<file path="src/rtl/kwd_pkg.sv">
// Package for the keyed watchdog.
// Holds the bus widths, the key codes and the register selector values
// decoded from bus address bits 4:2.
package kwd_pkg;
    localparam int ADDR_W = 5;
    localparam int DATA_W = 16;

    localparam logic [DATA_W-1:0] KEY_REFRESH = 16'hAAAA;
    localparam logic [DATA_W-1:0] KEY_UNLOCK  = 16'h5555;
    localparam logic [DATA_W-1:0] KEY_START   = 16'hCCCC;

    localparam logic [2:0] SEL_KEY    = 3'd0;
    localparam logic [2:0] SEL_DIV    = 3'd1;
    localparam logic [2:0] SEL_RELOAD = 3'd2;
    localparam logic [2:0] SEL_STATUS = 3'd3;
    localparam logic [2:0] SEL_WINDOW = 3'd4;
    localparam logic [2:0] SEL_EARLY  = 3'd5;

    localparam int EARLY_ACK_BIT = 14;
    localparam int EARLY_EN_BIT  = 15;
endpackage

</file>
<file path="src/rtl/kwd_pending.sv">
// Staged configuration register.
// A load captures data into the shadow copy and starts a wait of
// SYNC_TICKS ticks. While the wait runs, busy_o is high. When the wait
// ends, the shadow is copied to the active output.
// Assumes: load_i is a single-cycle strobe. A load during a wait restarts it.
module kwd_pending #(
    parameter int         W          = 12,
    parameter int         SYNC_TICKS = 3,
    parameter logic [W-1:0] RST_VAL  = '0
) (
    input  logic         clk,
    input  logic         rst_n,
    input  logic         tick_i,
    input  logic         load_i,
    input  logic [W-1:0] data_i,
    output logic [W-1:0] shadow_o,
    output logic [W-1:0] active_o,
    output logic         busy_o
);
    localparam int SC_W = $clog2(SYNC_TICKS + 1);

    logic [SC_W-1:0] wait_q;

    // Capture on load, count ticks down, then apply the shadow value.
    always_ff @(posedge clk) begin
        if (!rst_n) begin
            shadow_o <= RST_VAL;
            active_o <= RST_VAL;
            wait_q   <= '0;
        end else if (load_i) begin
            shadow_o <= data_i;
            wait_q   <= SC_W'(SYNC_TICKS);
        end else if (tick_i && (wait_q != '0)) begin
            wait_q <= wait_q - 1'b1;
            if (wait_q == SC_W'(1)) begin
                active_o <= shadow_o;
            end
        end
    end

    assign busy_o = (wait_q != '0);
endmodule

</file>
<file path="src/rtl/kwd_regs.sv">
// Register file and key decoder.
// Decodes word-aligned byte addresses. Handles the lock and unlock keys,
// the start latch and the refresh strobe. Holds the early-control and
// window fields. Stages the divider and reload values through kwd_pending.
// Reads are combinational.
// Assumes: one write strobe per cycle. Unmapped or unaligned addresses
// read as zero and ignore writes.
module kwd_regs
    import kwd_pkg::*;
#(
    parameter int CNT_W      = 12,
    parameter int PR_W       = 4,
    parameter int PR_MAX     = 8,
    parameter int SYNC_TICKS = 3
) (
    input  logic              clk,
    input  logic              rst_n,
    input  logic              tick_i,
    input  logic              wr_i,
    input  logic [ADDR_W-1:0] addr_i,
    input  logic [DATA_W-1:0] wdata_i,
    output logic [DATA_W-1:0] rdata_o,
    output logic              running_o,
    output logic              load_cnt_o,
    output logic [PR_W-1:0]   div_sel_o,
    output logic [CNT_W-1:0]  reload_o,
    output logic [CNT_W-1:0]  cmp_o,
    output logic              early_en_o,
    output logic              ack_o
);
    localparam logic [PR_W-1:0] PR_CAP = PR_W'(PR_MAX);

    logic [2:0]       sel;
    logic             aligned;
    logic             key_wr;
    logic             cfg_wr;
    logic             unlocked_q;
    logic             running_q;
    logic [CNT_W-1:0] window_q;
    logic [CNT_W-1:0] cmp_q;
    logic             en_q;
    logic [PR_W-1:0]  div_in;
    logic [PR_W-1:0]  div_shadow;
    logic [CNT_W-1:0] reload_shadow;
    logic             div_busy;
    logic             reload_busy;

    // Address decode and write qualification.
    assign sel     = addr_i[4:2];
    assign aligned = (addr_i[1:0] == 2'b00);
    assign key_wr  = wr_i && aligned && (sel == SEL_KEY);
    assign cfg_wr  = wr_i && aligned && unlocked_q;

    // Clamp the divider encoding to the largest supported setting.
    assign div_in = (wdata_i[PR_W-1:0] > PR_CAP) ? PR_CAP : wdata_i[PR_W-1:0];

    // Lock state follows the most recent key write.
    always_ff @(posedge clk) begin
        if (!rst_n) begin
            unlocked_q <= 1'b0;
        end else if (key_wr) begin
            unlocked_q <= (wdata_i == KEY_UNLOCK);
        end
    end

    // Start latch: once set, only reset clears it.
    always_ff @(posedge clk) begin
        if (!rst_n) begin
            running_q <= 1'b0;
        end else if (key_wr && (wdata_i == KEY_START)) begin
            running_q <= 1'b1;
        end
    end

    // Unstaged configuration fields: window storage and early control.
    always_ff @(posedge clk) begin
        if (!rst_n) begin
            window_q <= '1;
            cmp_q    <= '0;
            en_q     <= 1'b0;
        end else if (cfg_wr) begin
            if (sel == SEL_WINDOW) begin
                window_q <= wdata_i[CNT_W-1:0];
            end
            if (sel == SEL_EARLY) begin
                cmp_q <= wdata_i[CNT_W-1:0];
                en_q  <= wdata_i[EARLY_EN_BIT];
            end
        end
    end

    kwd_pending #(
        .W          (PR_W),
        .SYNC_TICKS (SYNC_TICKS),
        .RST_VAL    ('0)
    ) u_div_stage (
        .clk      (clk),
        .rst_n    (rst_n),
        .tick_i   (tick_i),
        .load_i   (cfg_wr && (sel == SEL_DIV)),
        .data_i   (div_in),
        .shadow_o (div_shadow),
        .active_o (div_sel_o),
        .busy_o   (div_busy)
    );

    kwd_pending #(
        .W          (CNT_W),
        .SYNC_TICKS (SYNC_TICKS),
        .RST_VAL    ('1)
    ) u_reload_stage (
        .clk      (clk),
        .rst_n    (rst_n),
        .tick_i   (tick_i),
        .load_i   (cfg_wr && (sel == SEL_RELOAD)),
        .data_i   (wdata_i[CNT_W-1:0]),
        .shadow_o (reload_shadow),
        .active_o (reload_o),
        .busy_o   (reload_busy)
    );

    // Strobes toward the counter and the interrupt flag.
    assign load_cnt_o = key_wr && ((wdata_i == KEY_REFRESH) || (wdata_i == KEY_START));
    assign ack_o      = wr_i && aligned && (sel == SEL_EARLY) && wdata_i[EARLY_ACK_BIT];
    assign running_o  = running_q;
    assign cmp_o      = cmp_q;
    assign early_en_o = en_q;

    // Read-back multiplexer.
    always_comb begin
        rdata_o = '0;
        if (aligned) begin
            case (sel)
                SEL_DIV:    rdata_o = {{(DATA_W-PR_W){1'b0}}, div_shadow};
                SEL_RELOAD: rdata_o = {{(DATA_W-CNT_W){1'b0}}, reload_shadow};
                SEL_STATUS: rdata_o = {{(DATA_W-2){1'b0}}, reload_busy, div_busy};
                SEL_WINDOW: rdata_o = {{(DATA_W-CNT_W){1'b0}}, window_q};
                SEL_EARLY:  rdata_o = {en_q, 1'b0, {(DATA_W-2-CNT_W){1'b0}}, cmp_q};
                default:    rdata_o = '0;
            endcase
        end
    end
endmodule

</file>
<file path="src/rtl/kwd_prescaler.sv">
// Power-of-two tick divider.
// While running, counts tick cycles and emits step_o on the tick that
// completes a period of 2^(div_sel_i+2) ticks.
// Assumes: restart_i realigns the phase to zero and overrides counting.
module kwd_prescaler #(
    parameter int PR_W   = 4,
    parameter int PR_MAX = 8
) (
    input  logic            clk,
    input  logic            rst_n,
    input  logic            tick_i,
    input  logic            run_i,
    input  logic            restart_i,
    input  logic [PR_W-1:0] div_sel_i,
    output logic            step_o
);
    localparam int PC_W = PR_MAX + 2;

    logic [PC_W-1:0] pc_q;
    logic [PC_W-1:0] lim;

    // Terminal count: the low (div_sel_i + 2) bits set.
    always_comb begin
        lim = '0;
        for (int i = 0; i < PC_W; i++) begin
            if (i < int'(div_sel_i) + 2) begin
                lim[i] = 1'b1;
            end
        end
    end

    assign step_o = run_i && tick_i && (pc_q >= lim);

    // Phase counter: restart, wrap on a step, otherwise count ticks.
    always_ff @(posedge clk) begin
        if (!rst_n) begin
            pc_q <= '0;
        end else if (restart_i) begin
            pc_q <= '0;
        end else if (run_i && tick_i) begin
            pc_q <= step_o ? '0 : pc_q + 1'b1;
        end
    end
endmodule

</file>
<file path="src/rtl/kwd_counter.sv">
// Down-counter with expiry pulse and early-warning flag.
// A load sets the count to the reload value. A step decrements it, or,
// at zero, reloads it and raises a one-cycle expiry. The early flag sets
// when a step lands on the compare value with the enable on. It clears
// on acknowledge, and a same-cycle set wins over the acknowledge.
// Assumes: load has priority over a coincident step.
module kwd_counter #(
    parameter int CNT_W = 12
) (
    input  logic             clk,
    input  logic             rst_n,
    input  logic             step_i,
    input  logic             load_i,
    input  logic [CNT_W-1:0] reload_i,
    input  logic [CNT_W-1:0] cmp_i,
    input  logic             early_en_i,
    input  logic             ack_i,
    output logic [CNT_W-1:0] cnt_o,
    output logic             expire_o,
    output logic             irq_o
);
    logic             at_zero;
    logic [CNT_W-1:0] dec;
    logic             hit;

    assign at_zero = (cnt_o == '0);
    assign dec     = cnt_o - 1'b1;
    assign hit     = step_i && !load_i && early_en_i && !at_zero && (dec == cmp_i);

    // Count register and expiry pulse.
    always_ff @(posedge clk) begin
        if (!rst_n) begin
            cnt_o    <= '1;
            expire_o <= 1'b0;
        end else begin
            expire_o <= step_i && at_zero && !load_i;
            if (load_i) begin
                cnt_o <= reload_i;
            end else if (step_i) begin
                cnt_o <= at_zero ? reload_i : dec;
            end
        end
    end

    // Early-warning flag: set on a hit, cleared by acknowledge.
    always_ff @(posedge clk) begin
        if (!rst_n) begin
            irq_o <= 1'b0;
        end else if (hit) begin
            irq_o <= 1'b1;
        end else if (ack_i) begin
            irq_o <= 1'b0;
        end
    end
endmodule

</file>
<file path="src/rtl/keyed_wdog.sv">
// Top of the keyed watchdog.
// Connects the register file, the prescaler and the down-counter.
// Assumes: a single clock. The tick strobe is synchronous to clk.
module keyed_wdog
    import kwd_pkg::*;
#(
    parameter int CNT_W      = 12,
    parameter int PR_W       = 4,
    parameter int PR_MAX     = 8,
    parameter int SYNC_TICKS = 3
) (
    input  logic              clk,
    input  logic              rst_n,
    input  logic              tick_i,
    input  logic              bus_wr_i,
    input  logic [ADDR_W-1:0] bus_addr_i,
    input  logic [DATA_W-1:0] bus_wdata_i,
    output logic [DATA_W-1:0] bus_rdata_o,
    output logic              wdog_rst_o,
    output logic              early_irq_o
);
    logic             running;
    logic             load_cnt;
    logic [PR_W-1:0]  div_sel;
    logic [CNT_W-1:0] reload_act;
    logic [CNT_W-1:0] cmp;
    logic             early_en;
    logic             ack;
    logic             step;
    logic [CNT_W-1:0] cnt;

    kwd_regs #(
        .CNT_W      (CNT_W),
        .PR_W       (PR_W),
        .PR_MAX     (PR_MAX),
        .SYNC_TICKS (SYNC_TICKS)
    ) u_regs (
        .clk        (clk),
        .rst_n      (rst_n),
        .tick_i     (tick_i),
        .wr_i       (bus_wr_i),
        .addr_i     (bus_addr_i),
        .wdata_i    (bus_wdata_i),
        .rdata_o    (bus_rdata_o),
        .running_o  (running),
        .load_cnt_o (load_cnt),
        .div_sel_o  (div_sel),
        .reload_o   (reload_act),
        .cmp_o      (cmp),
        .early_en_o (early_en),
        .ack_o      (ack)
    );

    kwd_prescaler #(
        .PR_W   (PR_W),
        .PR_MAX (PR_MAX)
    ) u_presc (
        .clk       (clk),
        .rst_n     (rst_n),
        .tick_i    (tick_i),
        .run_i     (running),
        .restart_i (load_cnt),
        .div_sel_i (div_sel),
        .step_o    (step)
    );

    kwd_counter #(
        .CNT_W (CNT_W)
    ) u_cnt (
        .clk        (clk),
        .rst_n      (rst_n),
        .step_i     (step),
        .load_i     (load_cnt),
        .reload_i   (reload_act),
        .cmp_i      (cmp),
        .early_en_i (early_en),
        .ack_i      (ack),
        .cnt_o      (cnt),
        .expire_o   (wdog_rst_o),
        .irq_o      (early_irq_o)
    );
endmodule

</file>
<file path="config.mk">
export PLATFORM = sky130hd
export DESIGN_NAME = keyed_wdog
export DESIGN_NICKNAME = d
export VERILOG_FILES = /design/src/rtl/kwd_pkg.sv /design/src/rtl/kwd_pending.sv /design/src/rtl/kwd_regs.sv /design/src/rtl/kwd_prescaler.sv /design/src/rtl/kwd_counter.sv /design/src/rtl/keyed_wdog.sv
export SDC_FILE = /design/constraint.sdc
export NUM_CORES = 1
export LEC_CHECK = 0
export BUFFER_PORTS_ARGS = -buffer_cell sky130_fd_sc_hd__buf_2
export CELL_PAD_IN_SITES_DETAIL_PLACEMENT = 0
export CELL_PAD_IN_SITES_GLOBAL_PLACEMENT = 1
export CORE_UTILIZATION = 45
export CTS_CLUSTER_SIZE = 8
export DETAILED_ROUTE_END_ITERATION = 16
export PLACE_DENSITY_LB_ADDON = 0.1
export SLEW_MARGIN = 20
export SYNTH_ARGS = -nofsm -noshare
export SYNTH_HDL_FRONTEND = slang
export SYNTH_SLANG_ARGS = --single-unit
</file>
<file path="constraint.sdc">
create_clock -name clk -period 3.4 [get_ports clk]
set_input_delay 0.17 -clock clk [delete_from_list [all_inputs] [get_ports clk]]
set_output_delay 0.17 -clock clk [all_outputs]
set_load 0.02 [all_outputs]
</file>
==> impl_metrics.env <==
export IMPL_path_cells="inv_1 > ha_1 > a211o_1 > o21ai_0 > ha_1 > or3_1 > o211ai_1 > a21o_1 > a31oi_4 > nand3_1 > o31ai_1"
export IMPL_n_fill_cell=1097
export IMPL_grt_pass1_vias=4184
export IMPL_die_h_um=108
export IMPL_synth_area_um2=5070
export IMPL_r2r_start="u_regs.u_div_stage.active_o[1]"
export IMPL_ff2ff_path_depth=11
export IMPL_reg2reg_to="u_cnt.irq_o"
export IMPL_final_cell_mix="127 x nand2_1, 87 x dfxtp_1, 47 x nor2_1, 47 x nand3_1, 39 x buf_2"
export IMPL_holdBufCountCts=0
export IMPL_finalHoldViolations=0
export IMPL_power_density_nw_per_um2=357
export IMPL_critPathCapture="u_cnt.irq_o"
export IMPL_setup_violations=0
export IMPL_drc=0
export IMPL_port_buffers=39
export IMPL_layout_setup_ws_ns=0.416
export IMPL_ant_nets=0
export IMPL_cts_sinks=87
export IMPL_ys_types=62
export IMPL_diodes=0
export IMPL_io_pins=43
export IMPL_cts_clk_slew_worst_paths_ns=0.09
export IMPL_crit_top_cell="ha_1"
export IMPL_crit_path_max_incr_delay_ns=0.45
export IMPL_rows=38
export IMPL_period_minus_slack_ns=2.98
export IMPL_r2r_slack_ns=0.42
export IMPL_grt_overflow=0
export IMPL_cp_data_arrival_time_ns=3.28
export IMPL_synthCells=637
export IMPL_skew_ns=0.0151
export IMPL_dpl_cell_count=782
export IMPL_vias_per_cell=5.61
export IMPL_max_cap_viol_count=0
export IMPL_worstPathRequired_ns=3.69
export IMPL_rsz0062_at_grt="false"
export IMPL_crit_type="reg -> reg"
export IMPL_multi_input_area_um2=3070
export IMPL_fp_dieW_um=108
export IMPL_detailedRoute_firstIterationViolations=208
export IMPL_core_um2=10900
export IMPL_grt_max_degree=34
export IMPL_ys_seq_area_share_pct=34.4
export IMPL_instances_no_fill=798
export IMPL_fmaxAchievable_mhz=335
export IMPL_hold_class="in -> reg"
export IMPL_routed_wl_um=13100
export IMPL_layout_commonest_cell="nand2_1"
export IMPL_seqCellArea_um2=1740
export IMPL_setup_tns_ns=0
export IMPL_clock_root_buffer="clkbuf_8"
export IMPL_dr_pass1_iters=5
export IMPL_layout_drive_gt1_share_pct=12.0
export IMPL_synthArstFlopShare_pct=0
export IMPL_synth_flop_cell="dfxtp_1"
export IMPL_clk_latency_ns=0.38
export IMPL_avgSynthCellArea_um2=7.96
export IMPL_cts_buffer_depth=2
export IMPL_post_route_period_util_pct=87.8
export IMPL_antenna_found_initial=0
export IMPL_vdd_drop_max_v=0.000268
export IMPL_crit_slowest_cell="a31oi_4"
export IMPL_dp_hpwl_um=9610
export IMPL_end_kind="flop"
export IMPL_cts_htree_levels=3
export IMPL_setup_worst_path_start="u_regs.u_div_stage.active_o[1]"
export IMPL_cts_resized=0
export IMPL_ys_ff_latch=87
export IMPL_tritoncts="done"
export IMPL_slew_violations=0
export IMPL_grtUsageTotal_pct=24.1
export IMPL_cp_max_fo=17
export IMPL_avgRoutedWirePerCell_um=16.4
export IMPL_status="finished clean"
export IMPL_slew_headroom_pct=30.0
export IMPL_tightest_slew_ns=1.05
export IMPL_cts_buffers=9
export IMPL_yosys_warnings=0
export IMPL_start_util_pct=46.6
export IMPL_dr_total_vias=4473
export IMPL_gp_congestion=0.886
export IMPL_critPathLaunchType="flop"
export IMPL_die_area_um2=11700
export IMPL_pre_cts_ws_ns=0.426
export IMPL_nets=697
export IMPL_grt_pass1_wl_um=21700
export IMPL_cts_setup_buffers=0
export IMPL_synth_edf_count=0
export IMPL_area_growth_pct=8.34
export IMPL_leakagePower_uw=0.00224
sequential cells by signal, indices dropped and copies added (netlist names), 2 cells and up:
register                        cells
u_cnt.cnt_o                        12
u_regs.cmp_o                       12
u_regs.u_reload_stage.active_o     12
u_regs.u_reload_stage.shadow_o     12
u_regs.window_q                    12
u_presc.pc_q                       10
u_regs.u_div_stage.active_o         4
u_regs.u_div_stage.shadow_o         4
u_regs.u_div_stage.wait_q           2
u_regs.u_reload_stage.wait_q        2
layer usage:
layer  wire length, um  vias up  global-route usage, %
li1                  -     2260                      -
met1              6460     2119                   32.9
met2              5940       80                   38.8
met3               526       14                   4.58
met4               144        0                   6.46
met5                 0        -                      0
where the power goes:
part           leakage (uW)  total (uW)  switching, uW  internal [uW]
Combinational       0.00143         147           90.6           56.8
Clock              0.000105         784            413            371
Sequential         0.000703        1030           5.38           1030
Total               0.00224        1960            509           1450
area by class of cell:
type	instances	share of cell area [%]
Multi-Input combinational cell	497	55.9
Sequential cell	87	31.7
Inverter	12	0.820
Clock buffer	10	2.51
Clock inverter	6	1.37
Timing Repair Buffer	46	4.51
Tap cell	140	3.19
synth_stat cells, drive strengths merged, types with 6 or more instances:
master | number | share of area [%]
buf | 22 | 2.8
nor3 | 12 | 1.2
a22oi | 11 | 2.3
nand4 | 10 | 1.2
o22a | 6 | 1.0
clkbuf | 21 | 1.6
inv | 12 | 0.89
nor2b | 12 | 1.5
xor2 | 9 | 1.6
a21o | 10 | 1.5
nand3 | 47 | 4.6
and3 | 8 | 0.99
dfxtp | 87 | 34
nor2 | 50 | 4.1
a211oi | 12 | 1.8
a21boi | 22 | 3.3
a21oi | 18 | 1.8
mux2i | 18 | 3.6
nand2b | 6 | 0.74
ha | 19 | 4.7
o21ai | 21 | 2.1
nand2 | 128 | 9.6
xnor2 | 17 | 2.9
logic make-up after synthesis:
group,after synthesis,share of synthesized area [%]
xor+xnor,26,4.49
mux,18,3.55
compound gates,125,18.0
flops,87,34.4
fa+ha+maj,19,4.69
other cells,1,0.0740
buf+inv,55,5.23
simple gates,306,29.6
stage by stage:
| step | util [%] | cell area [um2] | hold slack (ns) | power, uW |
|---|---|---|---|---|
| 2_1_floorplan | - | 5080 | 0.294 | 1150 |
| 6_report | 50.4 | 5490 | 0.0675 | 1960 |
| 3_5_place_dp | 48.5 | 5280 | 0.453 | 1200 |
| 5_1_grt | 50.4 | 5490 | 0.0657 | 2040 |
| 4_1_cts | 50.4 | 5490 | 0.0438 | 1980 |
| 3_3_place_gp | 48.5 | 5280 | 0.448 | 1200 |
how the worst min path moves through the flow:
stage,start,endpoint,depth (start not counted)
5_1_grt,bus_wdata_i[15],u_regs.early_en_o,3
4_1_cts,bus_wdata_i[15],u_regs.early_en_o,3
3_3_place_gp,u_regs.running_o,u_regs.running_o,1
2_1_floorplan,bus_wdata_i[0],u_regs.u_reload_stage.shadow_o[0],2
6_report,bus_wdata_i[15],u_regs.early_en_o,3
3_5_place_dp,bus_wdata_i[0],u_regs.window_q[0],3
worst max-delay path: cells and delay by family (launching register included):
kind,cells,cell delay (ns)
AOI/OAI and AO/OA,6,1.44
adders and majority gates,2,0.60
buffers and inverters,1,0.14
DFF,1,0.41
and+or+nand+nor,2,0.28
(Power assumes the default switching activity.)
